File: src/rtl/convClkPkg.sv
package convClkPkg;
  typedef enum logic [1:0] {
    CV_IDLE = 2'd0,
    CV_RUN  = 2'd1,
    CV_LOAD = 2'd2
  } convState_t;

  typedef struct packed {
    logic startConv;
    logic runEn;
  } ctlStrobe_t;
endpackage

File: src/rtl/convClkPath.sv
module convClkPath
  import convClkPkg::*;
#(
  parameter int STEPS       = 16,
  parameter int INT_DIV     = 4,
  parameter int HOLD_CYCLES = 64,
  parameter int SYNC_STAGES = 2,
  localparam int STEP_W     = $clog2(STEPS),
  localparam int HOLD_W     = $clog2(HOLD_CYCLES + 1)
) (
  input  logic              clk,
  input  logic              rstN,
  input  logic              extClkIn,
  input  logic              rdN,
  input  ctlStrobe_t        ctl,
  output logic              seqTick,
  output logic [STEP_W-1:0] stepCount,
  output logic              endConv,
  output logic              monClk,
  output logic              clkSrcExt
);
  localparam int DIV_W = (INT_DIV > 1) ? $clog2(INT_DIV) : 1;

  logic [SYNC_STAGES-1:0] syncQ;
  logic                   extPrev;
  logic [HOLD_W-1:0]      holdCnt;
  logic                   intTick;
  logic                   extRise;
  logic                   extFall;
  logic                   useInt;
  logic                   convEdge;

  // pin synchronizer and edge detection
  always_ff @(posedge clk or negedge rstN) begin
    if (!rstN) begin
      syncQ   <= '1;
      extPrev <= 1'b1;
    end else begin
      syncQ   <= {syncQ[SYNC_STAGES-2:0], extClkIn};
      extPrev <= syncQ[SYNC_STAGES-1];
    end
  end

  assign extRise = syncQ[SYNC_STAGES-1] & ~extPrev;
  assign extFall = ~syncQ[SYNC_STAGES-1] & extPrev;

  // held-high detector: saturating count since last falling edge
  always_ff @(posedge clk or negedge rstN) begin
    if (!rstN)
      holdCnt <= HOLD_W'(HOLD_CYCLES);
    else if (extFall)
      holdCnt <= '0;
    else if (holdCnt != HOLD_W'(HOLD_CYCLES))
      holdCnt <= holdCnt + 1'b1;
  end

  assign useInt    = (holdCnt == HOLD_W'(HOLD_CYCLES));
  assign clkSrcExt = ~useInt;

  // internal clock enable
  generate
    if (INT_DIV > 1) begin : g_intDiv
      logic [DIV_W-1:0] divCnt;
      always_ff @(posedge clk or negedge rstN) begin
        if (!rstN)
          divCnt <= '0;
        else if (divCnt == DIV_W'(INT_DIV - 1))
          divCnt <= '0;
        else
          divCnt <= divCnt + 1'b1;
      end
      assign intTick = (divCnt == DIV_W'(INT_DIV - 1));
    end else begin : g_intFull
      assign intTick = 1'b1;
    end
  endgenerate

  assign convEdge = useInt ? intTick : extRise;
  assign seqTick  = ctl.runEn & ~endConv & convEdge;

  // sequencer step counter and end-of-conversion gate
  always_ff @(posedge clk or negedge rstN) begin
    if (!rstN) begin
      stepCount <= '0;
      endConv   <= 1'b1;
    end else if (ctl.startConv) begin
      stepCount <= '0;
      endConv   <= 1'b0;
    end else if (seqTick) begin
      if (stepCount == STEP_W'(STEPS - 1)) begin
        stepCount <= '0;
        endConv   <= 1'b1;
      end else begin
        stepCount <= stepCount + 1'b1;
      end
    end
  end

  // monitor copy
  always_ff @(posedge clk or negedge rstN) begin
    if (!rstN)
      monClk <= 1'b0;
    else
      monClk <= seqTick & ~rdN;
  end


  src_switch_chk: assert property (@(posedge clk) disable iff (!rstN)
    extFall |=> clkSrcExt);


  gate_closed_chk: assert property (@(posedge clk) disable iff (!rstN)
    endConv |-> !seqTick);


  last_step_chk: assert property (@(posedge clk) disable iff (!rstN)
    (seqTick && stepCount == STEP_W'(STEPS - 1)) |=> endConv);


  mon_copy_chk: assert property (@(posedge clk) disable iff (!rstN)
    monClk |-> ($past(seqTick) && !$past(rdN)));
endmodule

File: src/rtl/convClkCtl.sv
module convClkCtl
  import convClkPkg::*;
(
  input  logic       clk,
  input  logic       rstN,
  input  logic       startN,
  input  logic       shdnN,
  input  logic       rdN,
  input  logic       doneIn,
  output ctlStrobe_t ctl,
  output logic       busy,
  output logic       sleepMode,
  output logic       napMode
);
  convState_t stateQ;
  logic       startPrev;
  logic       startFall;

  always_ff @(posedge clk or negedge rstN) begin
    if (!rstN)
      startPrev <= 1'b1;
    else
      startPrev <= startN;
  end

  assign startFall     = startPrev & ~startN;
  assign ctl.startConv = (stateQ == CV_IDLE) & startFall & shdnN;
  assign ctl.runEn     = (stateQ == CV_RUN);

  always_ff @(posedge clk or negedge rstN) begin
    if (!rstN)
      stateQ <= CV_IDLE;
    else begin
      unique case (stateQ)
        CV_IDLE: if (ctl.startConv) stateQ <= CV_RUN;
        CV_RUN:  if (doneIn) stateQ <= CV_LOAD;
        CV_LOAD: stateQ <= CV_IDLE;
        default: stateQ <= CV_IDLE;
      endcase
    end
  end

  assign busy      = (stateQ == CV_IDLE);
  assign sleepMode = ~shdnN & rdN;
  assign napMode   = ~shdnN & ~rdN;


  no_restart_chk: assert property (@(posedge clk) disable iff (!rstN)
    (!busy && startFall) |=> !busy || $past(doneIn));


  busy_after_eoc_chk: assert property (@(posedge clk) disable iff (!rstN)
    $rose(busy) |-> doneIn);


  pd_hold_chk: assert property (@(posedge clk) disable iff (!rstN)
    (!shdnN && busy) |=> busy);


  mode_excl_chk: assert property (@(posedge clk) disable iff (!rstN)
    !shdnN |-> (sleepMode != napMode));
endmodule

File: src/rtl/convClkGate.sv
module convClkGate
  import convClkPkg::*;
#(
  parameter int STEPS       = 16,
  parameter int INT_DIV     = 4,
  parameter int HOLD_CYCLES = 64,
  localparam int STEP_W     = $clog2(STEPS)
) (
  input  logic              clk,
  input  logic              rstN,
  input  logic              extClkIn,
  input  logic              startN,
  input  logic              rdN,
  input  logic              shdnN,
  output logic              seqTick,
  output logic [STEP_W-1:0] stepCount,
  output logic              endConv,
  output logic              busy,
  output logic              monClk,
  output logic              clkSrcExt,
  output logic              sleepMode,
  output logic              napMode
);
  ctlStrobe_t ctlS;

  convClkCtl uCtl (
    .clk       (clk),
    .rstN      (rstN),
    .startN    (startN),
    .shdnN     (shdnN),
    .rdN       (rdN),
    .doneIn    (endConv),
    .ctl       (ctlS),
    .busy      (busy),
    .sleepMode (sleepMode),
    .napMode   (napMode)
  );

  convClkPath #(
    .STEPS       (STEPS),
    .INT_DIV     (INT_DIV),
    .HOLD_CYCLES (HOLD_CYCLES),
    .SYNC_STAGES (2)
  ) uPath (
    .clk       (clk),
    .rstN      (rstN),
    .extClkIn  (extClkIn),
    .rdN       (rdN),
    .ctl       (ctlS),
    .seqTick   (seqTick),
    .stepCount (stepCount),
    .endConv   (endConv),
    .monClk    (monClk),
    .clkSrcExt (clkSrcExt)
  );
endmodule

File: config.mk
export PLATFORM = sky130hd
export DESIGN_NAME = convClkGate
export DESIGN_NICKNAME = d
export VERILOG_FILES = /design/src/rtl/convClkPkg.sv /design/src/rtl/convClkPath.sv /design/src/rtl/convClkCtl.sv /design/src/rtl/convClkGate.sv
export SDC_FILE = /design/constraint.sdc
export NUM_CORES = 1
export LEC_CHECK = 0
export BUFFER_PORTS_ARGS = -buffer_cell sky130_fd_sc_hd__buf_2
export CORE_MARGIN = 2
export CORE_UTILIZATION = 50
export DETAILED_ROUTE_END_ITERATION = 8
export PLACE_DENSITY = 0.69
export SYNTH_ARGS = -nofsm -noshare
export SYNTH_HDL_FRONTEND = slang
export SYNTH_SLANG_ARGS = --single-unit
File: constraint.sdc
create_clock -name clk -period 2.75 [get_ports clk]
set_input_delay 0 -clock clk [delete_from_list [all_inputs] [get_ports clk]]
set_output_delay 0 -clock clk [all_outputs]
set_load 0.05 [all_outputs]
==> results of run 1 <==
## layout make-up
cell class	count	share of cell area (%)
sequential	21	46.6
multi-input combinational	63	36.1
timing repair buffer	20	10.5
tap	25	2.74
clock buffer	3	1.97
inverter	5	1.64
clock inverter	1	0.438
## kinds of logic after synthesis
family | Yosys count | synth area share (%)
simple gates | 38 | 21.3
buf+inv | 5 | 1.95
fa+ha+maj | 4 | 5.19
compound gates | 14 | 9.86
xor+xnor | 6 | 5.45
mux | 1 | 1.04
flops | 21 | 55.3
## path summary, 6_finish.rpt
check,endpoint,start
min in group asynchronous,uPath.holdCnt[4],rstN
max reg2reg,uPath.stepCount[2],uPath.holdCnt[4]
min reg2reg,uPath.syncQ[1],uPath.syncQ[0]
max in group asynchronous,uCtl.startPrev,rstN
min,uCtl.stateQ[0],shdnN
max,seqTick,uPath.holdCnt[4]
## report_power, final
group | total (mW) | switching [mW] | internal, mW | leakage [nW]
Clock | 0.142 | 0.0879 | 0.0543 | 0.0177
Sequential | 0.417 | 0.0527 | 0.364 | 0.257
Combinational | 0.347 | 0.232 | 0.116 | 0.267
Total | 0.906 | 0.372 | 0.534 | 0.542
## flip-flops by register name, indices dropped and copies added (netlist names)
register	count
uPath.stepCount	4
uPath.endConv	1
uPath.g_intDiv.divCnt	2
uCtl.startPrev	1
uPath.syncQ	2
uPath.monClk	1
uPath.holdCnt	7
uPath.extPrev	1
uCtl.stateQ	2
## cell usage in the layout (no fill, tap or decap), types with 2 or more instances in the layout
| cell type | n |
|---|---|
| nand3_1 | 5 |
| o2111ai_1 | 2 |
| nor2_1 | 12 |
| nand2_1 | 7 |
| xnor2_1 | 4 |
| inv_1 | 5 |
| a21oi_1 | 5 |
| o21ai_0 | 2 |
| dlygate4sd3_1 | 4 |
| nor3b_1 | 2 |
| dfstp_2 | 6 |
| ha_1 | 4 |
| dfrtp_1 | 15 |
| buf_2 | 16 |
| clkbuf_4 | 3 |
| xor2_1 | 2 |
## Yosys cell counts
| cell type | instances | area (µm²) |
|---|---|---|
| dfrtp_1 | 15 | 375 |
| nor2_1 | 12 | 45.0 |
| nand2_1 | 7 | 26.3 |
| dfstp_2 | 6 | 158 |
| a21oi_1 | 5 | 25.0 |
| inv_1 | 5 | 18.8 |
| nand3_1 | 5 | 25.0 |
| ha_1 | 4 | 50.1 |
| xnor2_1 | 4 | 35.0 |
| nor3b_1 | 2 | 15.0 |
| o2111ai_1 | 2 | 17.5 |
| o21ai_0 | 2 | 10.0 |
| xor2_1 | 2 | 17.5 |
| a211oi_1 | 1 | 7.51 |
| a31oi_1 | 1 | 6.26 |
| and2_1 | 1 | 6.26 |
| and3_1 | 1 | 6.26 |
| and4_2 | 1 | 10.0 |
| and4b_1 | 1 | 10.0 |
| mux2i_1 | 1 | 10.0 |
| nand2b_1 | 1 | 6.26 |
| nand4_1 | 1 | 6.26 |
| nand4b_1 | 1 | 8.76 |
| nor2_4 | 1 | 11.3 |
| nor2b_1 | 1 | 6.26 |
| nor3_1 | 1 | 5.00 |
| nor4_1 | 1 | 6.26 |
| o2111a_2 | 1 | 12.5 |
| o21ai_1 | 1 | 5.00 |
| o221a_1 | 1 | 11.3 |
| or4_4 | 1 | 11.3 |
## per-stage QoR
step	hold WS (ps)	std cells	util [%]	worst slack [ps]	instance area (µm²)
after global routing	120	138	64.8	525	1140
after global placement	-26.0	130	61.0	989	1080
final	85.8	138	64.8	697	1140
after CTS	93.3	138	64.8	702	1140
after floorplan	-296	89	-	1020	965
after detailed placement	-31.4	130	61.0	974	1080
## metal layers
layer  wire, µm  global-route usage, %  up-vias
met5          0                      0        -
met4         19                   9.73        0
met3         39                   3.40        3
met2        746                   24.8       13
met1        845                   24.4      313
li1           -                      -      365
## critical path, stage by stage, from the launching register on
cell and delay, ps:
dfrtp_1 450, nor4_1 560, and4_2 400, nor2_4 50
inv_1 40, buf_2 250
==> impl_metrics.env, run 1 <==
export IMPL_status="finished, final reports clean"
export IMPL_cts_setup_buffers=0
export IMPL_syn_area_um2=965
export IMPL_cap_viol_max_count=0
export IMPL_power_density_mw_per_mm2=792
export IMPL_r2r_cells=4
export IMPL_die_y_um=47.9
export IMPL_area_growth_pct=18.5
export IMPL_drt_iter0_markers=18
export IMPL_ys_types=31
export IMPL_fmax_mhz=487
export IMPL_rows=15
export IMPL_min_period_over_period_pct=74.6
export IMPL_portBuffers=16
export IMPL_worstPathRequired_ps=2750
export IMPL_cp_end_kind="primary output"
export IMPL_clock_latency_ps=300
export IMPL_die_area_mm2=0.00230
export IMPL_viasPerCell=5.03
export IMPL_track_usage_pct=17.4
export IMPL_min_period_ps=2050
export IMPL_ant_nets=0
export IMPL_power_leakage_nw=0.542
export IMPL_ys_seq_area_share_pct=55.3
export IMPL_ioPinCount=17
export IMPL_cp_start_kind="flop"
export IMPL_routedWlPerCell_um=12.0
export IMPL_vias=694
export IMPL_postCtsHoldBufs=4
export IMPL_clk_pin_slew_ps=110
export IMPL_cp_max_fo=5
export IMPL_antenna_found_initial=0
export IMPL_power_mw=0.906
export IMPL_worst_pin_slew_ps=576
export IMPL_ys_warn_count=0
export IMPL_clock_sinks=21
export IMPL_final_hold_viol_count=0
export IMPL_hp_class="input pin to flop"
export IMPL_regArea_um2=533
export IMPL_post_cts_resize_count=0
export IMPL_setup_viol=0
export IMPL_slew_limit_headroom_pct=61.2
export IMPL_dpl_hpwl_mm=1.24
export IMPL_hold_depth=3
export IMPL_cts_root_buf="clkbuf_4"
export IMPL_drc=0
export IMPL_cts_buffers=3
export IMPL_synth_net_count=99
export IMPL_nFillCells=167
export IMPL_antenna_cells=0
export IMPL_coreArea_mm2=0.00176
export IMPL_ys_seq_elements=21
export IMPL_grt_max_degree=22
export IMPL_rsz0062_at_grt="no"
export IMPL_worstPathArrival_ps=2050
export IMPL_htree_levels=1
export IMPL_critical_path_class="flop to primary output"
export IMPL_wl_mm=1.65
export IMPL_drt_first_pass_iters=6
export IMPL_fin_nets=124
export IMPL_slew_violations=0
export IMPL_cts_tree="done"
export IMPL_syn_area_per_cell_um2=10.8
export IMPL_dieWidth_um=47.9
export IMPL_vdd_drop_max_mv=0.412
export IMPL_place_gp_congestion=0.842
export IMPL_setup_tns_ps=0
export IMPL_drive_gt1_share_pct=26.5
export IMPL_grt_ovfl_total=0
export IMPL_ff2ff_setup_slack_ps=940
export IMPL_grt_first_pass_wirelength_mm=2.64
export IMPL_skew_ps=4.72
export IMPL_multi_input_area_um2=413
export IMPL_grt_pass1_vias=598
export IMPL_synthCells=89
export IMPL_clockBufferDepth=2
export IMPL_start_util_pct=54.7
Note: power is estimated with default switching activity, not from simulation.
==> run 2: changes to the inputs <==
--- a/config.mk
+++ b/config.mk
@@ -5,9 +5,10 @@
 export SDC_FILE = /design/constraint.sdc
 export NUM_CORES = 1
 export LEC_CHECK = 0
+export ABC_AREA = 1
 export BUFFER_PORTS_ARGS = -buffer_cell sky130_fd_sc_hd__buf_2
 export CORE_MARGIN = 2
-export CORE_UTILIZATION = 50
+export CORE_UTILIZATION = 48
 export DETAILED_ROUTE_END_ITERATION = 8
 export PLACE_DENSITY = 0.69
 export SYNTH_ARGS = -nofsm -noshare
==> constraint.sdc (replaced) <==
create_clock -name clk -period 1.7 [get_ports clk]
set_input_delay 0 -clock clk [delete_from_list [all_inputs] [get_ports clk]]
set_output_delay 0 -clock clk [all_outputs]
set_load 0.05 [all_outputs]
==> impl_metrics.env, run 2 <==
export IMPL_drive_gt1_share_pct=31.1
export IMPL_pwr_share_comb_pct=39.1
export IMPL_clock_latency_ps=310
export IMPL_place_gp_congestion=0.775
export IMPL_seq_power_share_pct=44.9
export IMPL_start_util_pct=50.1
export IMPL_cp_start_kind="flop"
export IMPL_cell_internal_pwr_mw=0.877
export IMPL_power_leakage_nw=0.625
export IMPL_synthArstFlopShare_pct=100
export IMPL_die_y_um=49.0
export IMPL_ys_flop_type="dfrtp_1"
export IMPL_status="finished, final reports clean"
export IMPL_ys_types=19
export IMPL_min_period_over_period_pct=95.1
export IMPL_clockBufferDepth=2
export IMPL_ioPinCount=17
export IMPL_synth_area_leaders="dfrtp_1 39%, dfstp_2 16%, inv_1 6.2%"
export IMPL_ant_nets=0
export IMPL_min_period_ps=1620
export IMPL_largest_reg_flops=7
export IMPL_synth_top_family_by_area="simple AND/OR/NAND/NOR gates"
export IMPL_drc=0
export IMPL_power_density_mw_per_mm2=1280
export IMPL_synth_area_mux_share_pct=0
export IMPL_clk_pin_slew_ps=110
export IMPL_mostFrequentLayoutCells="15 x buf_2, 15 x dfrtp_1, 14 x nand2_1, 14 x inv_1, 12 x nor2_1"
export IMPL_dpl_hpwl_mm=1.33
export IMPL_viasPerCell=4.90
export IMPL_yosysMostFrequentCell="inv_1"
export IMPL_vdd_drop_max_mv=0.956
export IMPL_reg_largest_list="uPath.holdCnt: 7 flops, uPath.stepCount: 4 flops"
export IMPL_ys_seq_elements=21
export IMPL_ys_warn_count=0
export IMPL_yosys_area_share_simple_pct=25.3
export IMPL_regMostFlops="uPath.holdCnt"
export IMPL_multi_input_area_um2=377
export IMPL_drt_iter0_markers=16
export IMPL_grt_max_degree=22
export IMPL_synth_xor_area_share_pct=1.80
export IMPL_grt_ovfl_total=0
export IMPL_cts_root_buf="clkbuf_4"
export IMPL_switching_share_pct=43.3
export IMPL_synth_edff_count=0
export IMPL_nFillCells=181
export IMPL_synthAdderAreaFrac_pct=5.14
export IMPL_p_switching_mw=0.671
export IMPL_clock_sinks=21
export IMPL_rows=16
export IMPL_worst_pin_slew_ps=455
export IMPL_coreArea_mm2=0.00194
export IMPL_final_area_mm2=0.00121
export IMPL_dieWidth_um=49.0
export IMPL_syn_area_um2=973
export IMPL_synth_top_area_share_pct=38.6
export IMPL_setup_tns_ps=0
export IMPL_grt_pass1_vias=739
export IMPL_fin_nets=146
export IMPL_synth_compound_area_share_pct=6.17
export IMPL_slew_violations=0
export IMPL_final_hold_viol_count=0
export IMPL_antenna_found_initial=0
export IMPL_critical_path_class="flop to primary output"
export IMPL_wl_mm=1.92
export IMPL_area_growth_pct=24.4
export IMPL_vias=793
export IMPL_synth_common_cells="16 x inv_1, 15 x dfrtp_1, 14 x nand2_1"
export IMPL_p_clk_share_pct=16.0
export IMPL_hp_class="input pin to flop"
export IMPL_portBuffers=16
export IMPL_placed_area_mm2=0.00109
export IMPL_htree_levels=1
export IMPL_cp_max_fo=6
export IMPL_instances_no_fill=162
export IMPL_cts_buffers=3
export IMPL_regArea_um2=533
export IMPL_slew_limit_headroom_pct=69.7
export IMPL_skew_ps=0.705
export IMPL_cp_end_kind="primary output"
export IMPL_die_area_mm2=0.00240
export IMPL_power_mw=1.55
export IMPL_fmax_mhz=618
export IMPL_syn_area_per_cell_um2=9.27
export IMPL_worstPathArrival_ps=1620
export IMPL_worstPathRequired_ps=1700
export IMPL_synth_largest_area_cell="dfrtp_1"
export IMPL_routedWlPerCell_um=11.9
export IMPL_ys_seq_area_share_pct=54.8
export IMPL_cts_tree="done"
export IMPL_track_usage_pct=18.0
export IMPL_antenna_cells=0
export IMPL_dpl_cell_count=148
export IMPL_cap_viol_max_count=0
export IMPL_drt_first_pass_iters=4
export IMPL_setup_viol=0
export IMPL_grt_first_pass_wirelength_mm=3.19
export IMPL_synthCells=105
export IMPL_synth_net_count=115
run 2: cell families after synthesis:
| kind of cell | after synthesis |
|---|---|
| xor gates and xnor gates | 2 |
| buffers and inverters | 17 |
| adders and majority gates | 4 |
| AOI/OAI and AO/OA | 12 |
| DFF | 21 |
| and+or+nand+nor | 49 |
run 2: repair_timing:
action	CTS	global route
setup endpoints to repair	1	1
hold buffers	4	0
setup buffers	0	6
pin swaps	0	1
endpoints found under the hold margin	24	0
resized for setup	1	4
run 2: path summary, 6_finish.rpt:
kind / start / to / slack (ps) / cells after the start
min in group asynchronous: rstN / uPath.holdCnt[1] / 150 / 2
setup reg to reg: uPath.holdCnt[1] / uPath.stepCount[2] / 210 / 10
max in group asynchronous: rstN / uPath.endConv / 1210 / 2
setup / recovery: uPath.holdCnt[1] / seqTick / 80 / 9
hold / removal: shdnN / uCtl.stateQ[0] / 90 / 3
hold reg to reg: uPath.syncQ[0] / uPath.syncQ[1] / 370 / 0
run 2: worst max-delay path, stage by stage, from the launching register on:
cell and delay, ps:
dfrtp_1 430, inv_2 80, ha_1 130, nand2_1 40, inv_1 70, nand3_2 80
nand2_2 110, nand3_4 120, inv_4 90, buf_8 140
run 2: per-layer routing:
| metal | track usage [%] | vias to the layer above | part of all wire (%) | wire length [µm] |
|---|---|---|---|---|
| met5 | 0 | - | 0 | 0 |
| met4 | 10.5 | 0 | 2.5 | 48 |
| met3 | 3.99 | 5 | 2.7 | 52 |
| met2 | 30.6 | 15 | 50 | 969 |
| met1 | 20.7 | 376 | 44 | 853 |
| li1 | - | 397 | - | - |
run 2: power by group through the flow:
| stage | clock network [mW] | registers, mW | logic [mW] |
|---|---|---|---|
| floorplan | 0 | 0.814 | 0.296 |
| global placement | 0 | 0.693 | 0.534 |
| detailed placement | 0 | 0.700 | 0.550 |
| CTS | 0.260 | 0.690 | 0.560 |
| global route | 0.281 | 0.716 | 0.662 |
| finish | 0.247 | 0.695 | 0.606 |
run 2: layout make-up:
cell class,instances,share of cell area (%)
Sequential cell,21,44.0
Multi-Input combinational cell,67,31.1
Tap cell,27,2.79
Timing Repair Buffer,26,14.5
Clock buffer,4,2.17
Inverter,17,5.48
run 2: through the flow:
step	worst slack (ps)	hold WS, ps	utilization (%)
after detailed placement	303	-19.4	56.1
after CTS	5.03	80.6	59.7
after global routing	-17.5	130	62.4
after global placement	364	-23.6	56.1
after floorplan	59.1	-296	-
final	82.9	94.4	62.4
